### src/rtl/wlr_pkg.sv
package wlr_pkg;

   typedef struct packed {
      logic seed_adj;
      logic neg_en;
      logic dq_early;
   } wlr_mode_t;

endpackage

### src/rtl/wlr_recover_calc.sv
module wlr_recover_calc
   import wlr_pkg::*;
#(
   parameter int DLY_W = 8
) (
   input  logic [DLY_W-1:0]        seed,
   input  logic [DLY_W-1:0]        meas,
   input  wlr_mode_t               mode,
   output logic signed [DLY_W+1:0] result,
   output logic                    cand
);
   localparam int RES_W = DLY_W + 2;
   localparam int GL    = DLY_W - 3;
   localparam logic signed [RES_W-1:0] K_ONE = RES_W'(1 << GL);
   localparam logic signed [RES_W-1:0] K_TWO = RES_W'(2 << GL);

   logic signed [RES_W-1:0] s_meas;
   logic signed [RES_W-1:0] s_gmask;
   logic                    seed_g_zero;
   logic                    meas_g_three;
   logic                    meas_below_two;

   always_comb begin
      s_meas         = {2'b00, meas};
      s_gmask        = {2'b00, seed[DLY_W-1:GL], {GL{1'b0}}};
      seed_g_zero    = (seed[DLY_W-1:GL] == 3'd0);
      meas_g_three   = (meas[DLY_W-1:GL] == 3'd3);
      meas_below_two = (meas[DLY_W-1:GL+1] == 2'd0);
   end

   always_comb begin
      result = s_meas;
      cand   = 1'b0;
      if (mode.seed_adj) begin
         if (seed[GL]) begin
            if (mode.neg_en && seed[DLY_W-1]) begin
               result = s_meas - K_TWO;
               cand   = 1'b1;
            end else begin
               result = s_meas + s_gmask - K_ONE;
            end
         end else if (seed_g_zero && meas_below_two) begin
            if (mode.neg_en) begin
               result = s_meas - K_TWO;
               cand   = 1'b1;
            end else begin
               result = '0;
            end
         end else begin
            result = s_meas + s_gmask - K_TWO;
            cand   = mode.dq_early;
         end
      end else if (seed_g_zero && meas_g_three) begin
         result = '0;
      end
   end

endmodule

### src/rtl/wlr_crit_track.sv
module wlr_crit_track #(
   parameter int DLY_W = 8
) (
   input  logic                    clk,
   input  logic                    rst_n,
   input  logic                    chan_start,
   input  logic                    cand_vld,
   input  logic signed [DLY_W+1:0] cand_val,
   output logic signed [DLY_W+1:0] crit
);
   localparam int RES_W = DLY_W + 2;

   logic signed [RES_W-1:0] crit_q;
   logic                    cand_neg;
   logic                    cand_lower;

   always_comb begin
      cand_neg   = cand_vld && (cand_val < 0);
      cand_lower = cand_vld && (cand_val < crit_q);
   end

   always_ff @(posedge clk or negedge rst_n) begin
      if (!rst_n) begin
         crit_q <= '0;
      end else if (chan_start) begin
         crit_q <= cand_neg ? cand_val : '0;
      end else if (cand_lower) begin
         crit_q <= cand_val;
      end
   end

   assign crit = crit_q;

   AST_CRIT_NONPOS: assert property (@(posedge clk) disable iff (!rst_n)
      crit_q <= 0);

   AST_CRIT_NO_RISE: assert property (@(posedge clk) disable iff (!rst_n)
      !chan_start |=> crit_q <= $past(crit_q));

endmodule

### src/rtl/wlr_range_check.sv
module wlr_range_check #(
   parameter int DLY_W = 8
) (
   input  logic                    clk,
   input  logic                    rst_n,
   input  logic                    hit,
   input  logic                    neg_en,
   input  logic                    clr,
   input  logic signed [DLY_W+1:0] result,
   input  logic [DLY_W-1:0]        seed,
   output logic                    flag
);
   localparam int EW = DLY_W + 3;
   localparam int GL = DLY_W - 3;
   localparam logic signed [EW-1:0] K_WIN = EW'(1 << GL);

   logic signed [EW-1:0] r_x;
   logic signed [EW-1:0] s_x;
   logic                 viol;
   logic                 set_now;
   logic                 flag_q;

   always_comb begin
      r_x     = {result[DLY_W+1], result};
      s_x     = {3'b000, seed};
      viol    = (r_x > (s_x + K_WIN)) || (s_x > (r_x + K_WIN));
      set_now = hit && !neg_en && viol;
   end

   always_ff @(posedge clk or negedge rst_n) begin
      if (!rst_n)       flag_q <= 1'b0;
      else if (set_now) flag_q <= 1'b1;
      else if (clr)     flag_q <= 1'b0;
   end

   assign flag = flag_q;

   AST_OOR_STICKY: assert property (@(posedge clk) disable iff (!rst_n)
      flag_q && !clr |=> flag_q);

   AST_OOR_NEEDS_LANE: assert property (@(posedge clk) disable iff (!rst_n)
      !hit |=> !$rose(flag_q));

endmodule

### src/rtl/wl_result_recover.sv
module wl_result_recover
   import wlr_pkg::*;
#(
   parameter int DLY_W       = 8,
   parameter bit NEG_CAPABLE = 1'b1
) (
   input  logic                    clk,
   input  logic                    rst_n,
   input  logic                    chan_start,
   input  logic                    oor_clr,
   input  logic                    lane_vld,
   input  logic [DLY_W-1:0]        seed,
   input  logic [DLY_W-1:0]        meas,
   input  logic                    seed_adj,
   input  logic                    neg_ok,
   input  logic                    dq_early,
   output logic                    dly_vld,
   output logic signed [DLY_W+1:0] dly_out,
   output logic signed [DLY_W+1:0] crit_dly,
   output logic                    oor_flag
);
   localparam int RES_W = DLY_W + 2;
   localparam int GL    = DLY_W - 3;

   if (DLY_W < 4) begin : g_bad_width
      $error("wl_result_recover: DLY_W must be at least 4");
   end

   logic                    neg_en;
   wlr_mode_t               mode;
   logic signed [RES_W-1:0] result;
   logic                    cand;
   logic                    vld_q;
   logic signed [RES_W-1:0] dly_q;

   if (NEG_CAPABLE) begin : g_neg_on
      assign neg_en = neg_ok;
   end else begin : g_neg_off
      assign neg_en = 1'b0;
   end

   assign mode = '{seed_adj: seed_adj, neg_en: neg_en, dq_early: dq_early};

   wlr_recover_calc #(.DLY_W(DLY_W)) u_calc (
      .seed   (seed),
      .meas   (meas),
      .mode   (mode),
      .result (result),
      .cand   (cand)
   );

   always_ff @(posedge clk or negedge rst_n) begin
      if (!rst_n) begin
         vld_q <= 1'b0;
         dly_q <= '0;
      end else begin
         vld_q <= lane_vld;
         if (lane_vld) dly_q <= result;
      end
   end

   wlr_crit_track #(.DLY_W(DLY_W)) u_crit (
      .clk        (clk),
      .rst_n      (rst_n),
      .chan_start (chan_start),
      .cand_vld   (lane_vld && cand),
      .cand_val   (result),
      .crit       (crit_dly)
   );

   wlr_range_check #(.DLY_W(DLY_W)) u_range (
      .clk    (clk),
      .rst_n  (rst_n),
      .hit    (lane_vld),
      .neg_en (neg_en),
      .clr    (oor_clr),
      .result (result),
      .seed   (seed),
      .flag   (oor_flag)
   );

   assign dly_vld = vld_q;
   assign dly_out = dly_q;

   AST_VLD_FOLLOWS: assert property (@(posedge clk) disable iff (!rst_n)
      lane_vld |=> dly_vld);

   AST_VLD_IDLE: assert property (@(posedge clk) disable iff (!rst_n)
      !lane_vld |=> !dly_vld && $stable(dly_out));

   AST_CLAMP_ZERO: assert property (@(posedge clk) disable iff (!rst_n)
      lane_vld && seed_adj && !seed[GL] && (seed[DLY_W-1:GL] == 3'd0)
      && (meas[DLY_W-1:GL+1] == 2'd0) && !neg_en |=> dly_out == 0);

   AST_NEG_GATED: assert property (@(posedge clk) disable iff (!rst_n)
      lane_vld && !neg_en |=> dly_out >= 0);

endmodule

### config.mk
export PLATFORM = sky130hd
export DESIGN_NAME = wl_result_recover
export DESIGN_NICKNAME = d
export VERILOG_FILES = /design/src/rtl/wlr_pkg.sv /design/src/rtl/wlr_recover_calc.sv /design/src/rtl/wlr_crit_track.sv /design/src/rtl/wlr_range_check.sv /design/src/rtl/wl_result_recover.sv
export SDC_FILE = /design/constraint.sdc
export NUM_CORES = 1
export LEC_CHECK = 0
export ABC_AREA = 1
export BUFFER_PORTS_ARGS = -buffer_cell sky130_fd_sc_hd__buf_2
export CORE_ASPECT_RATIO = 2
export CORE_MARGIN = 5
export CORE_UTILIZATION = 50
export DETAILED_ROUTE_END_ITERATION = 6
export PLACE_DENSITY_LB_ADDON = 0.12
export RECOVER_POWER = 25
export SETUP_SLACK_MARGIN = 0.1
export SYNTH_ARGS = -nofsm -noshare
export SYNTH_HDL_FRONTEND = slang
export SYNTH_SLANG_ARGS = --single-unit
### constraint.sdc
create_clock -name clk -period 1.67 [get_ports clk]
set_input_delay 0.0835 -clock clk [delete_from_list [all_inputs] [get_ports clk]]
set_output_delay 0.0835 -clock clk [all_outputs]
set_load 0.005 [all_outputs]
After elaboration in Yosys (flattened, before gate mapping):

Index checks and enable logic that the tools add are counted.

* bits in writable memories: 0
* bits in read-only memories: 0
* memories kept: 0
* bits of input ports: 24
* latch bits: 0
* register bits after elaboration: 22

* shift-type cells: 0
* divide/modulo/power cells: 0
* multipliers: 0
* order comparisons: 4
* multiplexer cells: 16
* equal/unequal tests: 1
* bitwise gates (word level): 0
* reduce and logical (&&, ||, !) cells: 14
* $add $sub $neg: 6

Operators by type and width (count)
* $mux W10: 8
* $add A10 B7 Y11 const B: 1
* $gt A9 B11 Y1: 1
* $gt A10 B10 Y1: 1
* $lt A10 B1 Y1 const B: 1
* $lt A10 B10 Y1: 1
* $sub A10 B7 Y10 const B: 1
* $sub A10 B8 Y10 const B: 1
* $add A8 B6 Y9 const B: 1
* $add A8 B8 Y9: 1
* $sub A8 B7 Y9 const B: 1
* $logic_and A1 B1 Y1: 8
* $mux W8: 1
* $mux W1: 7
* $reduce_bool A2 Y1: 2
* $eq A3 B2 Y1 const B: 1
* $logic_not A3 Y1: 1
* $logic_not A2 Y1: 1
* $logic_not A1 Y1: 1
* $logic_or A1 B1 Y1: 1

Depth between registers and ports, before layout:

Gate-level depths: netlist (run 1).

* depth after elaboration: 10
* depth in mapped cells: 25
* mapped depth without buffers: 25

Cells and area by module:

A second synthesis (run 1) with hierarchy kept.

* cell total of the unflattened synthesis: 347
* area, all modules: 2357.3 um^2

Modules (own cells, without submodules)
* wlr_crit_track: times used 1, cells each 115, area an instance 805.8 um^2
* wlr_range_check: times used 1, cells each 89, area an instance 581.8 um^2
* wlr_recover_calc: times used 1, cells each 98, area an instance 559.3 um^2
* wl_result_recover: times used 1, cells each 45, area an instance 410.4 um^2

Worst setup path before layout (run 1):

No wires, ideal clock.

* kind: input -> register
* start: in seed[5]
* end: reg u_range.flag_q (netlist: u_range.flag)
* library setup time: 116 ps
* data arrival time: 2760 ps
* buffers on the path: 0
* required time: 1554 ps
* path slack: -1206 ps
* cell stages on the path: 20
* path through: ha_1 > inv_1 > fa_1 > ha_1 > nand2_1 > nand3b_1 > nand2_1 > a21oi_1 > inv_1 > ha_1 > inv_1 > ha_1 > a31oi_1 > o211ai_1 > a21oi_1 > nor2_1 > nand2_1 > nand2_1 > nand2_1 > nand2_1

* word-level cells in the longest chain between the ends: 10
* elaborated cells on any way between the ends: 19

Ends and longest elaborated chain
* start, declared: RTL line wl_result_recover.sv:12 `input logic [DLY_W-1:0] seed,`
* $add A8 B8 Y9 / $logic_not A3 Y1 (equally long branches): RTL line wlr_recover_calc.sv:40, wlr_recover_calc.sv:50, wlr_recover_calc.sv:26
* $sub A10 B8 Y10 (tied with other cells): RTL line wlr_recover_calc.sv:50 `result = s_meas + s_gmask - K_TWO;`
* $mux W10, on equally long branches: RTL line wlr_recover_calc.sv:42, wlr_recover_calc.sv:36
* $mux W10: RTL line wlr_recover_calc.sv:35 `if (seed[GL]) begin`
* $mux W10 (*): RTL line wlr_recover_calc.sv:34 `if (mode.seed_adj) begin`
* named net result[6]: RTL line wl_result_recover.sv:31 `logic signed [RES_W-1:0] result;`
* $add A10 B7 Y11: RTL line wlr_range_check.sv:26 `viol = (r_x > (s_x + K_WIN)) || (s_x > (r_x + K_WIN));`
* $gt A9 B11 Y1: RTL line wlr_range_check.sv:26
* $logic_or A1 B1 Y1 (*): RTL line wlr_range_check.sv:26
* $logic_and A1 B1 Y1 (*): RTL line wlr_range_check.sv:27 `set_now = hit && !neg_en && viol;`
* $mux W1 / $reduce_bool A2 Y1 (equally long branches)
* end signal, assigned: RTL line wlr_range_check.sv:31 `if (!rst_n) flag_q <= 1'b0;`
* end signal, assigned: RTL line wlr_range_check.sv:32 `else if (set_now) flag_q <= 1'b1;`
* end signal, assigned: RTL line wlr_range_check.sv:33 `else if (clr) flag_q <= 1'b0;`
* end, declared: RTL line wlr_range_check.sv:21 `logic flag_q;`

Mark *: on every way through the listed nets, which the timed path passes. The rest lies on a longest branch.
A chain may end at the register's enable or synchronous reset.

Final worst setup path (run 1):

* start: in meas[5]
* end: reg u_crit.crit_q[5] (netlist: u_crit.crit[5])

* word-level cells in the longest chain between the ends: 9
* elaborated cells on any way between the ends: 20

Ends and longest elaborated chain
* start, declared: RTL line wl_result_recover.sv:13 `input logic [DLY_W-1:0] meas,`
* $add A8 B8 Y9 / $sub A8 B7 Y9 (equally long branches)
* $sub A10 B8 Y10 (tied with other cells): RTL line wlr_recover_calc.sv:50
* $mux W10, on equally long branches: RTL line wlr_recover_calc.sv:42, wlr_recover_calc.sv:36
* $mux W10: RTL line wlr_recover_calc.sv:35
* $mux W10 (*): RTL line wlr_recover_calc.sv:34
* named net result[6]: RTL line wl_result_recover.sv:31
* $lt A10 B1 Y1: RTL line wlr_crit_track.sv:18 `cand_neg = cand_vld && (cand_val < 0);`
* $logic_and A1 B1 Y1: RTL line wlr_crit_track.sv:18
* $mux W10: RTL line wlr_crit_track.sv:26 `crit_q <= cand_neg ? cand_val : '0;`
* $mux W10: RTL line wlr_crit_track.sv:25 `end else if (chan_start) begin`
* end signal, assigned: RTL line wlr_crit_track.sv:26
* end signal, assigned: RTL line wlr_crit_track.sv:28 `crit_q <= cand_val;`
* end, declared: RTL line wlr_crit_track.sv:13 `logic signed [RES_W-1:0] crit_q;`

Mark *: on every way through the listed nets, which the timed path passes. The rest lies on a longest branch. The select of a mux whose other input is x is not followed.

==> results of run 1 <==
-- sequential cells by signal, summed over array words and instances, names as in the netlist --
name,flops
dly_out,10
u_crit.crit,10
dly_vld,1
u_range.flag,1
-- final timing paths --
check                          startpoint             end  slack (ps)  cells after the start
max in group asynchronous           rst_n    u_range.flag         430                      2
min                               oor_clr    u_range.flag          80                      4
max reg2reg                u_crit.crit[3]  u_crit.crit[5]        -410                     12
min in group asynchronous           rst_n      dly_out[1]         560                      2
min reg2reg                    dly_out[1]      dly_out[1]         490                      2
max                               meas[5]  u_crit.crit[5]       -1090                     20
-- worst reg2reg max path, cell delays in order, from the launching register on --
cell	delay, ps
dfrtp_1	380
inv_1	60
ha_1	320
a21oi_1	140
nand3b_1	130
a21oi_2	70
nor3_2	230
nand2_1	110
nand2_2	140
buf_6	120
nand3_4	90
nand3_2	110
nand2_2	80
-- cell type report --
class                      instances  area (um^2)
sequential                        22          551
fill                             287          741
tap                               54         67.6
clock inverter                     1         30.0
timing repair buffer             129          960
clock buffer                       3         41.3
multi-input combinational        251         1790
inverter                          54          206
-- routing by layer --
metal | up-vias | wire length (um)
met5 | - | 0
met4 | 0 | 802
met3 | 55 | 430
met2 | 142 | 4800
met1 | 1281 | 2650
li1 | 1337 | -
-- layout by cell type, fill, tap and decap left out, types with 2 or more instances in the layout --
cell type,Yosys,final
buf_12,0,2
nand4_1,3,3
dfrtp_1,22,22
nor3_2,1,2
ha_4,0,8
nor2_1,28,28
nand3_1,42,30
dlygate4sd3_1,0,2
inv_2,1,7
clkbuf_1,2,2
buf_2,2,41
ha_1,34,26
buf_4,1,64
nor2_2,4,4
nand3_4,2,5
o21ai_0,16,13
nand2_4,1,4
buf_6,1,17
a21oi_1,14,11
nand2_1,80,68
nand3b_1,3,3
clkbuf_8,0,3
nand2_2,4,14
xnor2_1,2,2
a21oi_2,0,3
o21ai_2,1,4
inv_1,52,45
nand3_2,3,13
-- through the flow --
| stage | cells | instance area [um^2] |
|---|---|---|
| 3_3_place_gp | 490 | 3150 |
| 5_1_grt | 514 | 3640 |
| 2_1_floorplan | 331 | 2370 |
| 6_report | 514 | 3640 |
| 3_5_place_dp | 490 | 3150 |
| 4_1_cts | 501 | 3430 |
-- cell families (layout without fill, tap and decap cells) --
family,Yosys count,in the layout
AND/OR/NAND/NOR,173,175
buffers and inverters,60,187
AO/OA/AOI/OAI,39,39
adder cells (fa/ha/maj),35,35
flip-flops,22,22
XOR/XNOR,2,2
-- repair_timing --
action	CTS	global route
gates cloned	2	0
hold endpoints to repair	23	0
pin swaps	23	23
buffers inserted	5	14
hold buffers	2	0
gates resized for setup	36	30
setup endpoints to repair	15	15
-- power by group --
group	internal, mW	leakage [nW]	switching, mW
combinational	0.679	1.69	0.755
clock	0.320	0.0357	0.180
sequential	0.595	0.282	0.0465
total	1.59	2.01	0.981
==> flow_summary.toml, run 1 <==
[status]
outcome = "complete, but fails checks"
violations = "setup timing"

[timing]
finalCriticalPeriod_ps = 2760
post-route-period-util = 1.65
finalHoldViolCount = 0
max_freq_ghz = 0.362
hold_ws_ps = 75.8
relSlewSlack = 0.233
slew_violations = 0
setup_viol = 13
layout_setup_ws_ps = -1090
rsz0062_at_grt = "true"
fin_setup_tns_ps = -12510
worst_pin_slew_ps = 1150
clock_skew_ps = 3.16

[synthesis]
ys.flop_type = "dfrtp_1"
synth_edf_count = 0
synthMuxAreaShare = 0
synthTopCellsByArea = "dfrtp_1 (24%), ha_1 (19%), nand2_1 (13%), nand3_1 (9.2%), inv_1 (8.6%)"
synth_area_per_cell_um2 = 6.89
ys_ff_latch = 22
yosysUniqueCellTypes = 34
synth_compound_area_frac = 0.0954
yosysWarnings = 0
synthAdderAreaFrac = 0.195
synth_top_area_frac = 0.241
yosys-top-cells-count = "nand2_1 (80), inv_1 (52), nand3_1 (42)"
async_flop_share = 1.00
synth_top_family_by_area = "simple AND/OR/NAND/NOR gates"
mappedNetlistArea_um2 = 2280
synthSimpleGateAreaFrac = 0.355
syn_inst = 331
synthXorXnorAreaFrac = 0.00768
synth.largest_area_cell = "dfrtp_1"
synth_nets = 390
yosysMostFrequentCell = "nand2_1"
yosysSeqAreaShare = 0.241

[setup_path]
path_class = "primary input to flip-flop"
arrival_ps = 2910
cp-start-kind = "primary input"
crit_fanout = 5
end_kind = "flip-flop"
slowest_delay_ps = 480
cp_num_buf_inv = 4
cp_top_family = "adder cells"
critPathMostFrequentCell = "nand2_2"
crit_chain = "buf_8, ha_4, inv_2, fa_2, ha_4, nand2_2, nand3b_1, nand2_1, a21oi_2, inv_2, ha_1, nand4_1, a21oi_2, nor3_2, nand2_1, nand2_2, buf_6, nand3_4, nand3_2, nand2_2"
slowest_stage = "fa_2"
required_ps = 1820

[floorplanning]
dieHeight_um = 106
ios = 46
dieArea_um2 = 6090
die_x_um = 57.8
fp-row-count = 34
start_util = 0.521
core_area_um2 = 4380

[pwr]
p_leak_nw = 2.01
power_density_nw_per_um2 = 707
ir_worst_vdd_v = 0.000714
total_power_mw = 2.57

[clocking]
cts_root_buf = "clkbuf_8"
insertion_delay_ps = 260
cts_tree = "built"
cts_buffers = 3
path_clk_slew_ps = 80
htree_levels = 1
clockBufferDepth = 2
clock-sinks = 22

[final_layout]
fin_util = 0.831
finish.net_count = 520
drive_gt1_frac = 0.435
syn_to_final_growth_pct = 59.6
n_antenna_cell = 0

[grt]
track_usage = 0.275
antenna_found_initial = 0
grt.met3_usage = 0.0294
grt_pass1_wl_um = 13000
grt_overflow = 0
grtUsageMet1 = 0.259
grt_max_degree = 23
grt.busiest_layer = "met2"
grt_pass1_vias = 2791
gr-usage-met2 = 0.519

[placed_design]
portBuffers = 45
dp_hpwl_um = 6190
dp_slack_ps = -1380
gp_congestion = 0.964

[hold_path]
hold_path.class = "primary input to flip-flop"

[routing]
antenna_left = 0
routedWlPerCell_um = 16.9
avgViaCountPerCell = 5.48
remaining_drc_errors = 0
dr.pass1.iters = 4
dr.first_iter.drc_count = 110
vias = 2815
routed_wl_um = 8680

[job]
drv_cap = 0
Note: power is estimated with default switching activity, not from simulation.
==> run 2, diff against run 1 <==
Settings changed: GPL_TIMING_DRIVEN from default to 0, SYNTH_HIERARCHICAL from default to 1.
==> run 2 against run 1 <==
Effect of this change:
- the flow still finishes with violations (setup timing)
- hold slack got worse by 23 ps
- critical path depth decreased by 4
- clock power decreased by 23%
- die area increased by 2.9%
- critical path type unchanged
- critical endpoint is now u_crit/crit[2]
==> flow_summary.toml, run 2 <==
[status]
outcome = "complete, but fails checks"
violations = "setup timing"

[final_layout]
fillCellCount = 416
fin_cells = 468
drive_gt1_frac = 0.361
syn_to_final_growth_pct = 35.9
fin_util = 0.697
n_antenna_cell = 0
finish.net_count = 471
final_cell_area_um2 = 3200
final_cell_mix = "nand2_1 (87), inv_1 (57), buf_2 (41), ha_1 (25), dfrtp_1 (22)"
final_common_cell = "nand2_1"

[timing]
layout_setup_ws_ps = -870
relSlewSlack = 0.180
slew_violations = 0
hold_ws_ps = 53.0
max_freq_ghz = 0.394
finalHoldViolCount = 0
fin_setup_tns_ps = -9340
worst_pin_slew_ps = 1230
clock_skew_ps = 0.732
setup_viol = 12
post-route-period-util = 1.52
rsz0062_at_grt = "true"
finalCriticalPeriod_ps = 2540

[routing]
antenna_left = 0
routed_wl_um = 6690
routedWlPerCell_um = 14.3
remaining_drc_errors = 0
vias = 2466
avgViaCountPerCell = 5.27
dr.pass1.iters = 5
dr.first_iter.drc_count = 101

[grt]
grt_max_degree = 23
grt_overflow = 0
grt_pass1_vias = 2543
track_usage = 0.227
grt_pass1_wl_um = 11100
antenna_found_initial = 0

[setup_path]
slowest_delay_ps = 480
r2r-end = "u_crit/crit[2]"
cp_num_buf_inv = 2
critPathMostFrequentCell = "nand3_4"
cp-endpoint = "u_crit/crit[2]"
slowest_stage = "fa_2"
r2r_start = "u_crit/crit[5]"
reg2reg_depth = 9
crit_chain = "buf_12, ha_4, inv_2, fa_2, ha_4, nor3_2, nor2_2, nand3_4, ha_1, nand2_2, nor2_4, nand3_4, nand4_1, nand3_4, nand3_2, nand2_1"
startpoint = "seed[5]"
required_ps = 1830
reg2reg_slack_ps = -140
path_class = "primary input to flip-flop"
end_kind = "flip-flop"
worst-path-stages = 16
crit_fanout = 5
cp-start-kind = "primary input"
cp_top_family = "simple AND/OR/NAND/NOR gates"
arrival_ps = 2700

[clocking]
htree_levels = 1
cts_tree = "built"
cts_root_buf = "clkbuf_8"
path_clk_slew_ps = 80
cts_buffers = 3
clock-sinks = 22
clockBufferDepth = 2
insertion_delay_ps = 270

[synthesis]
synthXorXnorAreaFrac = 0.0186
yosysSeqAreaShare = 0.234
synth.largest_area_cell = "dfrtp_1"
ys.flop_type = "dfrtp_1"
synth_edf_count = 0
synth_area_per_cell_um2 = 6.79
yosysWarnings = 6
synthSimpleGateAreaFrac = 0.400
yosys-top-cells-count = "nand2_1 (102), inv_1 (61), nand3_1 (35)"
synth_compound_area_frac = 0.0557
syn_inst = 347
synth_top_area_frac = 0.234
yosysMostFrequentCell = "nand2_1"
yosysUniqueCellTypes = 35
async_flop_share = 1.00
synthAdderAreaFrac = 0.178
synth_top_family_by_area = "simple AND/OR/NAND/NOR gates"
synth_nets = 404
ys_ff_latch = 22
synthMuxAreaShare = 0
synthTopCellsByArea = "dfrtp_1 (23%), ha_1 (17%), nand2_1 (16%), inv_1 (9.7%), nand3_1 (7.4%)"
mappedNetlistArea_um2 = 2360

[floorplanning]
core_area_um2 = 4600
dieHeight_um = 107
fp-row-count = 35
start_util = 0.513
die_x_um = 58.6
dieArea_um2 = 6270
ios = 46

[placed_design]
gp_congestion = 0.892
placed_cells = 447
portBuffers = 45
placed_area_um2 = 2810
dp_hpwl_um = 5130

[hold_path]
hold_path.class = "primary input to flip-flop"

[pwr]
ir_worst_vdd_v = 0.000564
p_leak_nw = 1.75
power_density_nw_per_um2 = 678

[job]
drv_cap = 0
[run 2: cell types whose count changed after synthesis, moves of 3 or more]
cell	before	now
nor2_1	28	25
nor3b_1	0	5
inv_1	52	61
nand3_1	42	35
inv_2	1	5
nand2_1	80	102
o21ai_0	16	3
[run 2: how the worst min path moves through the flow]
stage / start / endpoint / slack [ps] / cells after the start
after floorplan: rst_n / dly_out[0] / -210 / 0
after global placement: rst_n / u_crit/crit[2] / 70 / 1
after detailed placement: rst_n / u_crit/crit[2] / 80 / 1
after CTS: oor_clr / u_range/flag / 40 / 4
after global routing: oor_clr / u_range/flag / 80 / 4
final: oor_clr / u_range/flag / 50 / 4
[run 2: report_power, final]
part	switching [mW]	internal [mW]	leakage [nW]
Combinational	0.657	0.490	1.44
Clock	0.177	0.210	0.0288
Sequential	0.0447	0.594	0.283
[run 2: logic make-up (layout without fill, tap and decap cells)]
kind of cell / Yosys count / after routing
simple gates: 194 / 195
buf+inv: 69 / 134
fa+ha+maj: 33 / 33
compound gates: 24 / 24
flops: 22 / 22
xor+xnor: 5 / 5
[run 2: stage by stage]
stage          worst slack, ps  total power, mW
2_1_floorplan             -884             1.31
3_3_place_gp             -1470             1.57
3_5_place_dp             -1480             1.59
4_1_cts                   -855             2.15
5_1_grt                  -1060             2.35
6_report                  -870             2.17
[run 2: worst min-delay path: cells and delay by family]
family | cells | cell delay [ps]
buffers and inverters | 2 | 110
and+or+nand+nor | 2 | 90
[run 2: per-layer routing]
metal	GRT usage	share of wire
met5	0	0
met1	0.226	0.35
met3	0.0217	0.040
met2	0.446	0.58
met4	0.0995	0.031
[run 2: final cells by class]
class                   instances  area (um^2)  share of cell area
clock buffers                   4         55.1              0.0172
inverters                      66          250              0.0781
repair buffers                 61          398               0.124
well taps                      55         68.8              0.0215
multi-input cells             257         1860               0.581
plain buffers                   3         20.0             0.00625
flip-flops and latches         22          551               0.172
[run 2: repair_timing]
item	CTS	global route
pin swaps	33	5
gates resized for setup	39	15
hold buffers	2	0
hold endpoints to repair	23	0
endpoints found under the setup margin	17	15
cloned	1	0
setup buffers	12	3
==> run 3, diff against run 2 <==
Settings changed: CORE_UTILIZATION 50 to 40.
==> run 3 against run 2 <==
Effect of this change:
- the flow still finishes with violations (setup timing)
- via count grew 0.41%
- worst setup slack worse by 79 ps
- fmax fell by 3.0%
- utilization shrank 10 points
- total power rose by 19%
- sequential power is essentially flat
- critical path type unchanged
- critical endpoint unchanged
==> flow_summary.toml, run 3 (same netlist as run 2, synthesis figures left out) <==
[status]
outcome = "complete, but fails checks"
violations = "setup timing"

[setup_path]
crit_chain = "buf_12, ha_4, inv_4, fa_2, ha_4, nor3_2, nor2_2, nand3_4, buf_12, ha_4, nand2_4, nor2_4, nand3_2, nand4_1, nand3_4, nand3_2, nand2_1"
slowest_delay_ps = 480
crit_fanout = 5
startpoint = "seed[5]"
critPathMostFrequentCell = "ha_4"
path_class = "primary input to flip-flop"
required_ps = 1820
end_kind = "flip-flop"
cp-start-kind = "primary input"
slowest_stage = "fa_2"
r2r_start = "u_crit/crit[9]"
arrival_ps = 2770

[pwr]
switching_share = 0.373
ir_worst_vdd_v = 0.00102
p_leak_nw = 1.83
intPower_mw = 1.62
switching_power_uw = 963
power_frac_clock = 0.261
seq_power_share = 0.248
pwr-share-comb = 0.491
power_density_nw_per_um2 = 764

[timing]
worst_pin_slew_ps = 1280
finalHoldViolCount = 0
post-route-period-util = 1.57
clock_skew_ps = 2.36
finalCriticalPeriod_ps = 2620
fin_setup_tns_ps = -10370
layout_setup_ws_ps = -949
rsz0062_at_grt = "true"
setup_viol = 13
slew_violations = 0
relSlewSlack = 0.146
max_freq_ghz = 0.382

[routing]
dr.pass1.iters = 4
antenna_left = 0
dr.first_iter.drc_count = 153
vias = 2476
routedWlPerCell_um = 15.5
remaining_drc_errors = 0
routed_wl_um = 7420
avgViaCountPerCell = 5.16

[floorplanning]
die_x_um = 64.3
dieArea_um2 = 7620
dieHeight_um = 119
fp-row-count = 39
ios = 46
start_util = 0.413
core_area_um2 = 5710

[hold_path]
worstHoldStart = "lane_vld"
hold_path.class = "primary input to flip-flop"

[clocking]
clockBufferDepth = 2
cts_root_buf = "clkbuf_16"
clock-sinks = 22
cts_tree = "built"
insertion_delay_ps = 250
cts_buffers = 3
path_clk_slew_ps = 60
htree_levels = 1

[final_layout]
fillCellCount = 559
final_common_cell = "nand2_1"
syn_to_final_growth_pct = 43.5
finish.net_count = 477
final_cell_mix = "nand2_1 (86), inv_1 (58), buf_2 (42), ha_1 (24), nand3_2 (23)"
drive_gt1_frac = 0.387
register_area_um2 = 551
n_antenna_cell = 0
multi_input_area_um2 = 1920

[grt]
grt_overflow = 0
grt_pass1_wl_um = 11600
grt_max_degree = 23
antenna_found_initial = 0
grt_pass1_vias = 2489
track_usage = 0.190

[placed_design]
dp_hpwl_um = 5360
gp_congestion = 0.924
dp_slack_ps = -1490
portBuffers = 45

[job]
drv_cap = 0
-- run 3: cell count changes in the layout (fill, tap and decap cells not counted), sizes merged --
| cell | before | now |
|---|---|---|
| clkbuf | 6 | 4 |
| nand3 | 43 | 44 |
| dlygate4sd3 | 2 | 1 |
| buf | 60 | 67 |
| bufinv | 0 | 1 |
-- run 3: worst max-delay path: cells and delay by family --
family	cells	cell delay, ps
fa+ha+maj	4	1210
buf+inv	3	310
simple gates	10	1160
-- run 3: timing repair --
| action | 4_1_cts | 5_1_grt |
|---|---|---|
| setup endpoints to repair | 17 | 16 |
| gates resized for setup | 46 | 20 |
| buffers inserted | 18 | 3 |
| hold endpoints to repair | 22 | 0 |
| cloned | 1 | 1 |
| hold buffers | 1 | 0 |
| pin swaps | 24 | 13 |
-- run 3: path summary, 6_finish.rpt --
| path | depth (start not counted) | slack, ps | endpoint |
|---|---|---|---|
| max | 17 | -950 | u_crit/crit[2] |
| min | 1 | 30 | dly_vld |
| max reg2reg | 8 | -160 | u_crit/crit[8] |
| min reg2reg | 2 | 470 | dly_out[8] |
| max in group asynchronous | 2 | 280 | dly_out[4] |
| min in group asynchronous | 2 | 630 | u_crit/crit[8] |
-- run 3: power by group through the flow --
stage | Sequential [mW] | Clock, mW | Combinational (mW)
2_1_floorplan | 0.652 | 0 | 0.656
3_3_place_gp | 0.650 | 0 | 0.931
3_5_place_dp | 0.651 | 0 | 0.943
4_1_cts | 0.641 | 0.689 | 1.20
5_1_grt | 0.650 | 0.710 | 1.39
6_report | 0.640 | 0.674 | 1.27
-- run 3: cell type report --
type | count | share of cell area
plain buffers | 3 | 0.00592
inverters | 66 | 0.0747
repair buffers | 66 | 0.134
clock buffers | 3 | 0.0222
multi-input cells | 258 | 0.569
well taps | 61 | 0.0226
flip-flops and latches | 22 | 0.163
clock inverters | 1 | 0.00888
-- run 3: through the flow --
step	hold slack [ps]	instance area, um^2	instances	utilization	power, mW
floorplan	-212	2520	347	-	1.31
global placement	82.9	2820	453	0.494	1.58
detailed placement	89.8	2820	453	0.494	1.59
CTS	24.0	3290	477	0.575	2.53
global route	24.0	3380	480	0.592	2.75
finish	28.2	3380	480	0.592	2.58
-- run 3: metal layers --
| metal | GRT usage | wire length (um) | vias to the layer above | share of wire |
|---|---|---|---|---|
| met5 | 0 | 0 | - | 0 |
| met4 | 0.0854 | 279 | 0 | 0.038 |
| met3 | 0.0161 | 235 | 20 | 0.032 |
| met2 | 0.377 | 4370 | 62 | 0.59 |
| met1 | 0.185 | 2540 | 1155 | 0.34 |
| li1 | - | - | 1239 | - |
